===== src/rtl/flash_poll_pkg.sv =====
package flash_poll_pkg;
  typedef enum logic [1:0] {
    ST_IDLE  = 2'd0,
    ST_POLL  = 2'd1,
    ST_RECHK = 2'd2,
    ST_FINAL = 2'd3
  } poll_state_e;
endpackage


===== src/rtl/poll_status_eval.sv =====
module poll_status_eval (
  input  logic op_erase_i,
  input  logic exp_bit_i,
  input  logic st_done_bit_i,
  input  logic st_fault_bit_i,
  output logic complete_o,
  output logic fault_o
);
  // program: bit reads inverted until written; erase: bit reads 1 when done
  assign complete_o = op_erase_i ? st_done_bit_i : (st_done_bit_i == exp_bit_i);
  assign fault_o    = st_fault_bit_i;
endmodule


===== src/rtl/poll_budget.sv =====
module poll_budget #(
  parameter int CW = 16
) (
  input  logic          clk_i,
  input  logic          rst_ni,
  input  logic          clear_i,
  input  logic [CW-1:0] limit_i,
  input  logic          step_i,
  output logic          expire_o
);
  logic [CW-1:0] cnt_q;

  assign expire_o = (limit_i != '0) && (cnt_q == limit_i - CW'(1));

  always_ff @(posedge clk_i or negedge rst_ni) begin
    if (!rst_ni)                  cnt_q <= '0;
    else if (clear_i)             cnt_q <= '0;
    else if (step_i && !expire_o) cnt_q <= cnt_q + CW'(1);
  end

  p_budget_bound_r8: assert property (@(posedge clk_i) disable iff (!rst_ni)
    (limit_i != '0 && !clear_i) |-> (cnt_q < limit_i));
endmodule


===== src/rtl/flash_poll_ctrl.sv =====
module flash_poll_ctrl
  import flash_poll_pkg::*;
#(
  parameter int AW        = 19,
  parameter int DW        = 8,
  parameter int CW        = 16,
  parameter int DONE_BIT  = 7,
  parameter int FAULT_BIT = 5
) (
  input  logic          clk_i,
  input  logic          rst_ni,
  input  logic          start_i,
  input  logic          op_erase_i,
  input  logic [DW-1:0] exp_data_i,
  input  logic [AW-1:0] poll_addr_i,
  input  logic [CW-1:0] max_polls_i,
  output logic          rd_req_o,
  output logic [AW-1:0] rd_addr_o,
  input  logic          rd_ack_i,
  input  logic [DW-1:0] rd_data_i,
  output logic          busy_o,
  output logic          done_o,
  output logic          error_o,
  output logic [DW-1:0] data_o
);
  poll_state_e   state_q, state_d;
  logic          op_q, exp_bit_q;
  logic [AW-1:0] addr_q;
  logic [CW-1:0] lim_q;
  logic [DW-1:0] data_q;
  logic          done_q, err_q, done_d, err_d;
  logic          complete, fault, expire, step, take;

  assign take = (state_q == ST_IDLE) && start_i;

  poll_status_eval u_eval (
    .op_erase_i     (op_q),
    .exp_bit_i      (exp_bit_q),
    .st_done_bit_i  (rd_data_i[DONE_BIT]),
    .st_fault_bit_i (rd_data_i[FAULT_BIT]),
    .complete_o     (complete),
    .fault_o        (fault)
  );

  assign step = (state_q == ST_POLL) && rd_ack_i && !complete && !fault;

  poll_budget #(.CW(CW)) u_budget (
    .clk_i    (clk_i),
    .rst_ni   (rst_ni),
    .clear_i  (take),
    .limit_i  (lim_q),
    .step_i   (step),
    .expire_o (expire)
  );

  always_comb begin
    state_d = state_q;
    done_d  = 1'b0;
    err_d   = 1'b0;
    unique case (state_q)
      ST_IDLE:  if (start_i) state_d = ST_POLL;
      ST_POLL:  if (rd_ack_i) begin
        if (complete)    state_d = ST_FINAL;
        else if (fault)  state_d = ST_RECHK;
        else if (expire) begin state_d = ST_IDLE; err_d = 1'b1; end
      end
      ST_RECHK: if (rd_ack_i) begin
        if (complete) state_d = ST_FINAL;
        else begin state_d = ST_IDLE; err_d = 1'b1; end
      end
      ST_FINAL: if (rd_ack_i) begin state_d = ST_IDLE; done_d = 1'b1; end
      default:  state_d = ST_IDLE;
    endcase
  end

  always_ff @(posedge clk_i or negedge rst_ni) begin
    if (!rst_ni) begin
      state_q   <= ST_IDLE;
      op_q      <= 1'b0;
      exp_bit_q <= 1'b0;
      addr_q    <= '0;
      lim_q     <= '0;
      data_q    <= '0;
      done_q    <= 1'b0;
      err_q     <= 1'b0;
    end else begin
      state_q <= state_d;
      done_q  <= done_d;
      err_q   <= err_d;
      if (take) begin
        op_q      <= op_erase_i;
        exp_bit_q <= exp_data_i[DONE_BIT];
        addr_q    <= poll_addr_i;
        lim_q     <= max_polls_i;
      end
      if (state_q == ST_FINAL && rd_ack_i) data_q <= rd_data_i;
    end
  end

  assign rd_req_o  = (state_q != ST_IDLE);
  assign rd_addr_o = addr_q;
  assign busy_o    = (state_q != ST_IDLE);
  assign done_o    = done_q;
  assign error_o   = err_q;
  assign data_o    = data_q;

  p_req_hold_r9: assert property (@(posedge clk_i) disable iff (!rst_ni)
    (rd_req_o && !rd_ack_i) |=> (rd_req_o && $stable(rd_addr_o)));
  p_start_ignored_r2: assert property (@(posedge clk_i) disable iff (!rst_ni)
    (busy_o && start_i) |=> $stable(rd_addr_o));
  p_excl_r10: assert property (@(posedge clk_i) disable iff (!rst_ni)
    !(done_o && error_o));
  p_done_pulse_r10: assert property (@(posedge clk_i) disable iff (!rst_ni)
    done_o |=> !done_o);
  p_err_pulse_r10: assert property (@(posedge clk_i) disable iff (!rst_ni)
    error_o |=> !error_o);
  p_done_after_ack_r7: assert property (@(posedge clk_i) disable iff (!rst_ni)
    $rose(done_o) |-> $past(rd_ack_i));
endmodule


===== config.mk =====
export PLATFORM = sky130hd
export DESIGN_NAME = flash_poll_ctrl
export DESIGN_NICKNAME = d
export VERILOG_FILES = /design/src/rtl/flash_poll_pkg.sv /design/src/rtl/poll_status_eval.sv /design/src/rtl/poll_budget.sv /design/src/rtl/flash_poll_ctrl.sv
export SDC_FILE = /design/constraint.sdc
export NUM_CORES = 1
export LEC_CHECK = 0
export ABC_AREA = 1
export BUFFER_PORTS_ARGS = -buffer_cell sky130_fd_sc_hd__buf_4
export CAP_MARGIN = 30
export CORE_MARGIN = 2
export CORE_UTILIZATION = 49
export DETAILED_ROUTE_END_ITERATION = 16
export PLACE_DENSITY = 0.76
export SLEW_MARGIN = 10
export SYNTH_ARGS = -nofsm -noshare
export SYNTH_HDL_FRONTEND = slang
export SYNTH_SLANG_ARGS = --single-unit

===== constraint.sdc =====
create_clock -name clk_i -period 2 [get_ports clk_i]
set_clock_uncertainty 0.2 [all_clocks]
set_input_delay 0.5 -clock clk_i [delete_from_list [all_inputs] [get_ports clk_i]]
set_output_delay 0.5 -clock clk_i [all_outputs]
set_load 0.1 [all_outputs]

==> After elaboration in Yosys (flattened, before gate mapping) <==
Cells that the tools add are included.
{ "totals": {"ff_bits": 65, "in_bits": 56, "output_inout_bits": 31, "word_cells": 57} }
{ "op_classes": {"eq_ne": 10, "addsub": 2, "reduce_logical": 15, "n_mux": 21} }
{ "ops": {"columns": ["op", "n"], "rows": [
  ["$mux W16", 2],
  ["$add A16 B1 Y16 const B", 1],
  ["$eq A16 B16 Y1", 1],
  ["$mux W2", 8],
  ["$reduce_bool A16 Y1", 1],
  ["$sub A16 B1 Y16 const B", 1],
  ["$mux W1", 9],
  ["$ne A2 B2 Y1 const B", 4],
  ["$pmux W2 S4", 1],
  ["$logic_and A1 B1 Y1", 7],
  ["$reduce_and A5 Y1", 1],
  ["$eq A2 B2 Y1 const B", 2],
  ["$ne A4 B3 Y1 const B", 1],
  ["$reduce_bool A2 Y1", 2],
  ["$logic_not A1 Y1", 3],
  ["$eq A2 B1 Y1 const B", 1],
  ["$logic_not A2 Y1", 1],
  ["$pmux W1 S2", 1],
  ["$eq A1 B1 Y1", 1]
]} }

==> Logic depth before layout (Yosys ltp) <==
Gate-level depths: netlist (run 1).
{ "depth": {"depth_word": 8, "mapped_depth": 16} }

==> Hierarchy <==
A second synthesis (run 1) with hierarchy kept.
{ "unflattened": {"hier_cells": 544, "area_unflattened_um2": 3907.5} }
{ "modules_own_cells": {"columns": ["mod", "seq_area_each_um2", "area_each_um2", "n_inst", "cells_each"], "rows": [
  ["flash_poll_ctrl", 1226.2, 2026.9, 1, 235],
  ["poll_budget", 400.4, 1843.0, 1, 300],
  ["poll_status_eval", 0.0, 37.5, 1, 9]
]} }

==> Worst setup path after synthesis (run 1) <==
No wires, ideal clock.
{ "synth_timing": {"path_type": "reg-to-output", "from": "reg state_q[0]", "to": "out rd_req_o", "arrival_time_ps": 1690, "path_slack_ps": -390, "stages_incl_launch_ff": 5, "path_cell_list": "dfrtp_1 > inv_1 > ha_1 > inv_1 > buf_4"} }
{ "synth_between": {"elab_chain_len": 1} }
{ "synth_lines": {"columns": ["element", "line_no", "text"], "rows": [
  ["from (decl)", "flash_poll_ctrl.sv:26", "poll_state_e state_q, state_d;"],
  ["from (signal assigned)", "flash_poll_ctrl.sv:87", "state_q <= state_d;"],
  ["$reduce_bool A2 Y1", null, null],
  ["to (decl)", "flash_poll_ctrl.sv:17", "output logic rd_req_o,"]
]} }
No other way between the ends.

==> Worst setup path after layout (run 1) <==
{ "layout_timing": {"from": "reg lim_q[0]", "to": "reg u_budget.cnt_q[11]"} }
{ "layout_between": {"elab_chain_len": 6, "word_cells_on_any_way": 7, "cone_classes": "add/sub: 1; eq/ne: 1; reduce/logical: 5"} }
{ "layout_lines": {"columns": ["element", "line_no", "text"], "rows": [
  ["from (decl)", "flash_poll_ctrl.sv:29", "logic [CW-1:0] lim_q;"],
  ["from (signal assigned)", "flash_poll_ctrl.sv:94", "lim_q <= max_polls_i;"],
  ["$sub A16 B1 Y16", "poll_budget.sv:13", "assign expire_o = (limit_i != '0) && (cnt_q == limit_i - CW'(1));"],
  ["$eq A16 B16 Y1", "poll_budget.sv:13", null],
  ["$logic_and A1 B1 Y1 *", "poll_budget.sv:13", null],
  ["$logic_not A1 Y1 *", "poll_budget.sv:18", "else if (step_i && !expire_o) cnt_q <= cnt_q + CW'(1);"],
  ["$logic_and A1 B1 Y1 *", "poll_budget.sv:18", null],
  ["$reduce_bool A2 Y1 (no line) *", null, null],
  ["to (signal assigned)", "poll_budget.sv:18", null],
  ["to (decl)", "poll_budget.sv:11", "logic [CW-1:0] cnt_q;"]
]} }
Every way passes the cells marked *; elsewhere a longest branch is shown, timed or not.
A chain may end at the register's enable or synchronous reset.

==> impl_metrics.tcl, run 1 <==
set metrics [dict create \
    drc 0 \
    ant_nets 0 \
    instances_no_fill 727 \
    hold_path_depth 3 \
    rsz0062_at_grt "yes" \
    grt_first_pass_wirelength_um 16600 \
    setup_slack_ns -0.263 \
    clk_latency_ns 0.34 \
    critPathKind "reg -> reg" \
    die_w_um 92.6 \
    cp_slowest_cell "dfrtp_1" \
    hp-class "in -> reg" \
    core_um2 7650 \
    crit_buf_inv 2 \
    tightest_slew_ns 0.585 \
    cp_num_cells 14 \
    timing.rr.start "lim_q[0]" \
    syn_nets 535 \
    yosysSeqAreaShare 0.423 \
    nets 684 \
    r2r_cells 14 \
    row_count 32 \
    initial_core_util 0.503 \
    max-vdd-ir-drop_v 0.00143 \
    synth_edf_count 0 \
    ys_types 34 \
    clockBufferDepth 2 \
    slew_viol_final 0 \
    vias 3685 \
    setup-violations-final 26 \
    holdPathEnd "data_o[6]" \
    synth_warnings 0 \
    ys.flop_type "dfrtp_1" \
    min-delay-start "rd_data_i[6]" \
    crit_arrival_ns 2.30 \
    leakagePower_nw 2.85 \
    avgSynthCellArea_um2 8.17 \
    grt_usage 0.245 \
    io_buffers 79 \
    htree_levels 3 \
    layout-drive-gt1-share 0.406 \
    fill_cells 575 \
    routed_via_density 5.07 \
    drt_wl_total_um 10200 \
    grt_pass1_vias 3687 \
    cts_buffers 9 \
    syn_area_um2 3850 \
    place_congestion 0.961 \
    cp_slowest_stage_delay_ns 0.39 \
    multi_input_area_um2 2140 \
    max_freq_mhz 442 \
    slew_headroom 0.608 \
    clock-sinks 65 \
    grt-ovfl-total 0 \
    cts-root-buf "clkbuf_8" \
    r2r_end "u_budget.cnt_q[11]" \
    clk_pin_slew_ns 0.08 \
    reg2reg_slack_ns -0.26 \
    outcome "complete, but fails checks" \
    drt_pass1_iterations 5 \
    tritoncts "built" \
    cp-start-kind "flip-flop" \
    cp_max_fo 6 \
    num_io_pins 87 \
    drt_iter0_drc 164 \
    hold_viol 0 \
    violations "setup timing" \
    drv_cap 0 \
    path_delay_family "simple AND/OR/NAND/NOR gates" \
    endpoint_kind "flip-flop" \
    dp_hpwl_um 7370 \
    worstPathRequired_ns 2.04 \
    num_antenna_cells 0 \
    grt_max_degree 60 \
    power_density_nw_per_um2 1630 \
    synth_cells 471 \
    dp.cells 692 \
    min_period_over_period 1.13 \
    finalCoreUtilization 0.721 \
    syn_to_final_growth_pct 43.4 \
    ys_async_sr_fraction 1.00 \
    crit_top_cell "nand2_1" \
    period_needed_ns 2.26 \
    die_h_um 92.6 \
    die-area_um2 8570 \
    antenna_found_initial 0 \
    wl_per_cell_um 14.1 \
    cp_cell_sequence "inv_2 > ha_4 > nand3_2 > nand2_1 > nand2_1 > nand2_1 > nand2_1 > nor2_1 > nand2_1 > nor2_2 > nand3_4 > buf_6 > nand4_1 > nand2_1" \
    synth-seq-cells 65 \
    seq_area_um2 1630 \
]
worst max path at each step:
stage,from,end,slack [ns]
2_1_floorplan,state_q[1],rd_req_o,-0.12
6_report,lim_q[0],u_budget.cnt_q[11],-0.26
5_1_grt,lim_q[0],u_budget.cnt_q[9],-0.40
3_5_place_dp,lim_q[0],state_q[1],-0.27
3_3_place_gp,lim_q[0],u_budget.cnt_q[10],-0.19
4_1_cts,lim_q[0],u_budget.cnt_q[14],-0.20
layer usage:
layer	track usage	share of wire
met1	0.300	0.44
met2	0.435	0.51
met3	0.0399	0.035
met4	0.0896	0.013
met5	0	0
synth_stat cells, types with 4 or more instances:
cell | instances | share of area
a21oi_1 | 11 | 0.014
clkbuf_1 | 4 | 0.0039
dfrtp_1 | 65 | 0.42
ha_1 | 8 | 0.026
inv_1 | 46 | 0.045
inv_2 | 4 | 0.0039
mux2_2 | 27 | 0.079
nand2_1 | 122 | 0.12
nand3_1 | 38 | 0.049
nand3b_1 | 5 | 0.0098
nand4_1 | 20 | 0.033
nor2_1 | 51 | 0.050
nor2_2 | 6 | 0.0098
nor3_1 | 5 | 0.0065
nor4_1 | 4 | 0.0065
xnor2_1 | 6 | 0.014
xor2_1 | 21 | 0.048
per-stage QoR:
step           power [mW]  area, um2  hold WS, ns  worst slack (ns)  setup TNS, ns
2_1_floorplan        6.03       3960      0.00441            -0.121         -0.592
6_report             8.99       5520        0.159            -0.263          -4.59
3_5_place_dp         7.41       5020        0.276            -0.267          -4.04
3_3_place_gp         7.27       5020        0.265            -0.193          -3.33
5_1_grt              9.42       5520        0.154            -0.396          -8.13
4_1_cts              8.84       5410        0.144            -0.196          -3.31
flip-flops by register name, summed over array words and instances (netlist names):
register and flops:
op_q 1, u_budget.cnt_q 16, lim_q 16, done_o 1, data_o 8, rd_addr_o 19
state_q 2, error_o 1, exp_bit_q 1
worst min-delay path, delay by kind of cell:
family	cells	cell delay, ns
and+or+nand+nor	2	0.09
buffers and inverters	1	0.08
kinds of logic after synthesis:
kind of cell,synth area share
AND/OR/NAND/NOR,0.316
multiplexers,0.0790
flip-flops,0.423
buffers and inverters,0.0664
adder cells (fa/ha/maj),0.0260
XOR/XNOR,0.0657
AO/OA/AOI/OAI,0.0237
timing repair:
action / 4_1_cts / 5_1_grt
pin swaps: 7 / 15
hold buffers: 1 / 0
setup endpoints to repair: 21 / 21
resized for setup: 15 / 20
setup buffers: 13 / 5
hold endpoints to repair: 29 / 0
layout make-up:
| cell class | instances | share of cell area |
|---|---|---|
| multi-input cells | 342 | 0.389 |
| flip-flops and latches | 65 | 0.295 |
| repair buffers | 150 | 0.220 |
| inverters | 52 | 0.0361 |
| well taps | 102 | 0.0231 |
| clock buffers | 9 | 0.0225 |
| clock inverters | 7 | 0.0141 |
report_power, final:
part | internal [mW] | switching (mW)
Combinational | 1.82 | 3.83
Clock | 0.587 | 0.578
Sequential | 1.80 | 0.374
Total | 4.21 | 4.78
cell usage in the layout, fill, tap and decap left out, types with 2 or more instances in the layout:
master and count:
ha_1 6, xnor2_1 6, inv_6 2, buf_6 3, nor2_4 6, nand3b_1 5
mux2_2 27, inv_1 42, nor2_2 14, nand3_1 26, nor4_1 4, clkinvlp_4 2
dfrtp_1 64, clkinv_1 2, buf_12 6, o21ai_0 3, nand4_1 20, a21oi_1 11
nor3_1 5, clkinv_4 2, nand2_2 9, xor2_1 21, nand2_1 114, ha_4 2
nand3_2 13, inv_2 7, clkbuf_8 9, buf_4 140, nand2_4 3, nor2_1 39
No activity file was read; power rests on OpenSTA's default activity.
==> run 2: changes to the inputs <==
--- a/config.mk
+++ b/config.mk
@@ -15,4 +15,5 @@
 export SLEW_MARGIN = 10
 export SYNTH_ARGS = -nofsm -noshare
 export SYNTH_HDL_FRONTEND = slang
+export SYNTH_HIERARCHICAL = 1
 export SYNTH_SLANG_ARGS = --single-unit
==> impl_metrics.tcl, run 2 <==
set metrics [dict create \
    instances_no_fill 775 \
    htree_levels 3 \
    final_cell_mix "nand2_1, buf_4, dfrtp_1, inv_1, nand3_1" \
    dp_hpwl_um 7190 \
    drt_iter0_drc 228 \
    postLayoutCellArea_um2 5280 \
    layout-drive-gt1-share 0.297 \
    clk_pin_slew_ns 0.08 \
    place_ws_ns -0.299 \
    setup-violations-final 21 \
    drt_pass1_iterations 5 \
    power_mw 8.77 \
    cp-start-kind "flip-flop" \
    avgSynthCellArea_um2 7.18 \
    nets 730 \
    synthMuxAreaShare 0 \
    num_io_pins 87 \
    synth_commonest_cells "nand2_1, dfrtp_1, inv_1, nand3_1, nor2_1" \
    ant_nets 0 \
    synth_cells 544 \
    ys_async_sr_fraction 1.00 \
    vias 3851 \
    crit_arrival_ns 2.26 \
    grt_pass1_vias 3822 \
    hp-class "in -> reg" \
    die_h_um 93.3 \
    drt_wl_total_um 9840 \
    slew_viol_final 0 \
    ys.flop_type "dfrtp_1" \
    synthSimpleGateAreaFrac 0.416 \
    grt_max_degree 47 \
    yosysMostFrequentCell "nand2_1" \
    syn_to_final_growth_pct 35.0 \
    grt-ovfl-total 0 \
    synth_largest_area_cell "dfrtp_1" \
    clock-sinks 65 \
    slew_headroom 0.776 \
    crit_top_cell "nand2_1" \
    clockBufferDepth 2 \
    clk_latency_ns 0.34 \
    leakagePower_nw 2.93 \
    rsz0062_at_grt "yes" \
    dp.cells 751 \
    syn_area_um2 3910 \
    violations "setup timing" \
    endpoint_kind "flip-flop" \
    routed_via_density 4.97 \
    io_buffers 79 \
    max_freq_mhz 449 \
    min_period_over_period 1.11 \
    place_congestion 0.886 \
    core_um2 7730 \
    yosys.area_share.adder 0.0192 \
    hold_viol 0 \
    cts-root-buf "clkbuf_8" \
    dr_wl_met2_um 4900 \
    dr_wl_met3_um 528 \
    cp_slowest_stage_delay_ns 0.41 \
    synth_edf_count 0 \
    wl_per_cell_um 12.7 \
    max-vdd-ir-drop_v 0.00146 \
    tritoncts "built" \
    drc 0 \
    worstPathRequired_ns 2.03 \
    drv_cap 0 \
    grt_first_pass_wirelength_um 16400 \
    yosysSeqAreaShare 0.416 \
    top_layer_used "met4" \
    final_common_cell "nand2_1" \
    critPathKind "reg -> reg" \
    period_needed_ns 2.23 \
    die_w_um 93.3 \
    antenna_found_initial 0 \
    wl_met1_um 4240 \
    num_antenna_cells 0 \
    cts_buffers 9 \
    tightest_slew_ns 0.334 \
    power_density_nw_per_um2 1660 \
    cp_max_fo 6 \
    grt_usage 0.235 \
    largest_register_ffs 19 \
    synth_top_family_by_area "simple AND/OR/NAND/NOR gates" \
    row_count 32 \
    outcome "complete, but fails checks" \
    cp_cell_sequence "inv_2 > ha_4 > nand2_2 > nor2_4 > nand2_1 > nor2_1 > nand2_1 > nand2_1 > inv_2 > nor3_4 > nand2_4 > inv_4 > nor2_4 > nand2_2 > nand3_2 > nand2_1 > nand2_1" \
    setup_slack_ns -0.227 \
    synth_top_area_frac 0.416 \
    synth-xor-area-share 0.0471 \
    initial_core_util 0.506 \
    synth_area_leaders "dfrtp_1, nand2_1, nand3_1" \
    syn_nets 606 \
    synth-seq-cells 65 \
    synth_warnings 6 \
    die-area_um2 8700 \
    cp_slowest_cell "dfrtp_1" \
    ys_types 29 \
    placed_area_um2 4910 \
    synth_compound_area_frac 0.00961 \
]
run 2: what timing repair did:
item | in CTS | in global routing
gates resized for setup | 13 | 11
hold endpoints to repair | 19 | 0
buffers inserted | 5 | 2
endpoints found under the setup margin | 21 | 21
hold buffers | 1 | 0
cloned | 0 | 1
pin swaps | 10 | 6
run 2: cell families (layout without fill, tap and decap cells):
group | after synthesis | in the layout
XOR/XNOR | 21 | 21
AO/OA/AOI/OAI | 7 | 7
buffers and inverters | 75 | 203
flip-flops | 65 | 65
AND/OR/NAND/NOR | 370 | 371
adder cells (fa/ha/maj) | 6 | 6
run 2: final cells by class:
type,instances,area (um2)
multi-input combinational,405,2050
fill,629,2450
tap,102,128
sequential,65,1630
inverter,58,224
clock buffer,9,124
clock inverter,7,78.8
timing repair buffer,129,1040
run 2: power by group:
| group | internal, mW | switching, mW | leakage (nW) |
|---|---|---|---|
| clock network | 0.588 | 0.560 | 0.104 |
| registers | 1.78 | 0.379 | 0.834 |
| logic | 1.61 | 3.85 | 2.00 |
run 2: routing by layer:
metal / vias up / GRT usage
li1: 1933 / -
met1: 1789 / 0.284
met2: 110 / 0.407
met3: 19 / 0.0580
met4: 0 / 0.0833
met5: - / 0
run 2: worst paths after layout:
path / startpoint / to / slack (ns) / depth (start not counted)
worst max-delay path: lim_q[1] / state_q[1] / -0.23 / 17
worst min-delay path: max_polls_i[10] / lim_q[10] / 0.14 / 3
worst max register to register: lim_q[1] / state_q[1] / -0.23 / 17
worst min register to register: rd_addr_o[11] / rd_addr_o[11] / 0.29 / 2
max in group asynchronous: rst_ni / u_budget/cnt_q[13] / 0.60 / 3
min in group asynchronous: rst_ni / rd_addr_o[17] / 0.46 / 2
run 2: metrics by stage:
stage	setup TNS, ns	hold slack, ns	utilization
finish	-3.79	0.143	0.683
global route	-6.58	0.126	0.683
CTS	-4.29	0.127	0.674
detailed placement	-4.65	0.202	0.636
global placement	-3.76	0.198	0.636
floorplan	-1.24	0.00441	-
run 2: worst max-delay path, delay by kind of cell (launching register included):
family,cells,cell delay (ns)
adders and majority gates,1,0.16
and+or+nand+nor,13,1.12
buffers and inverters,3,0.21
DFF,1,0.41
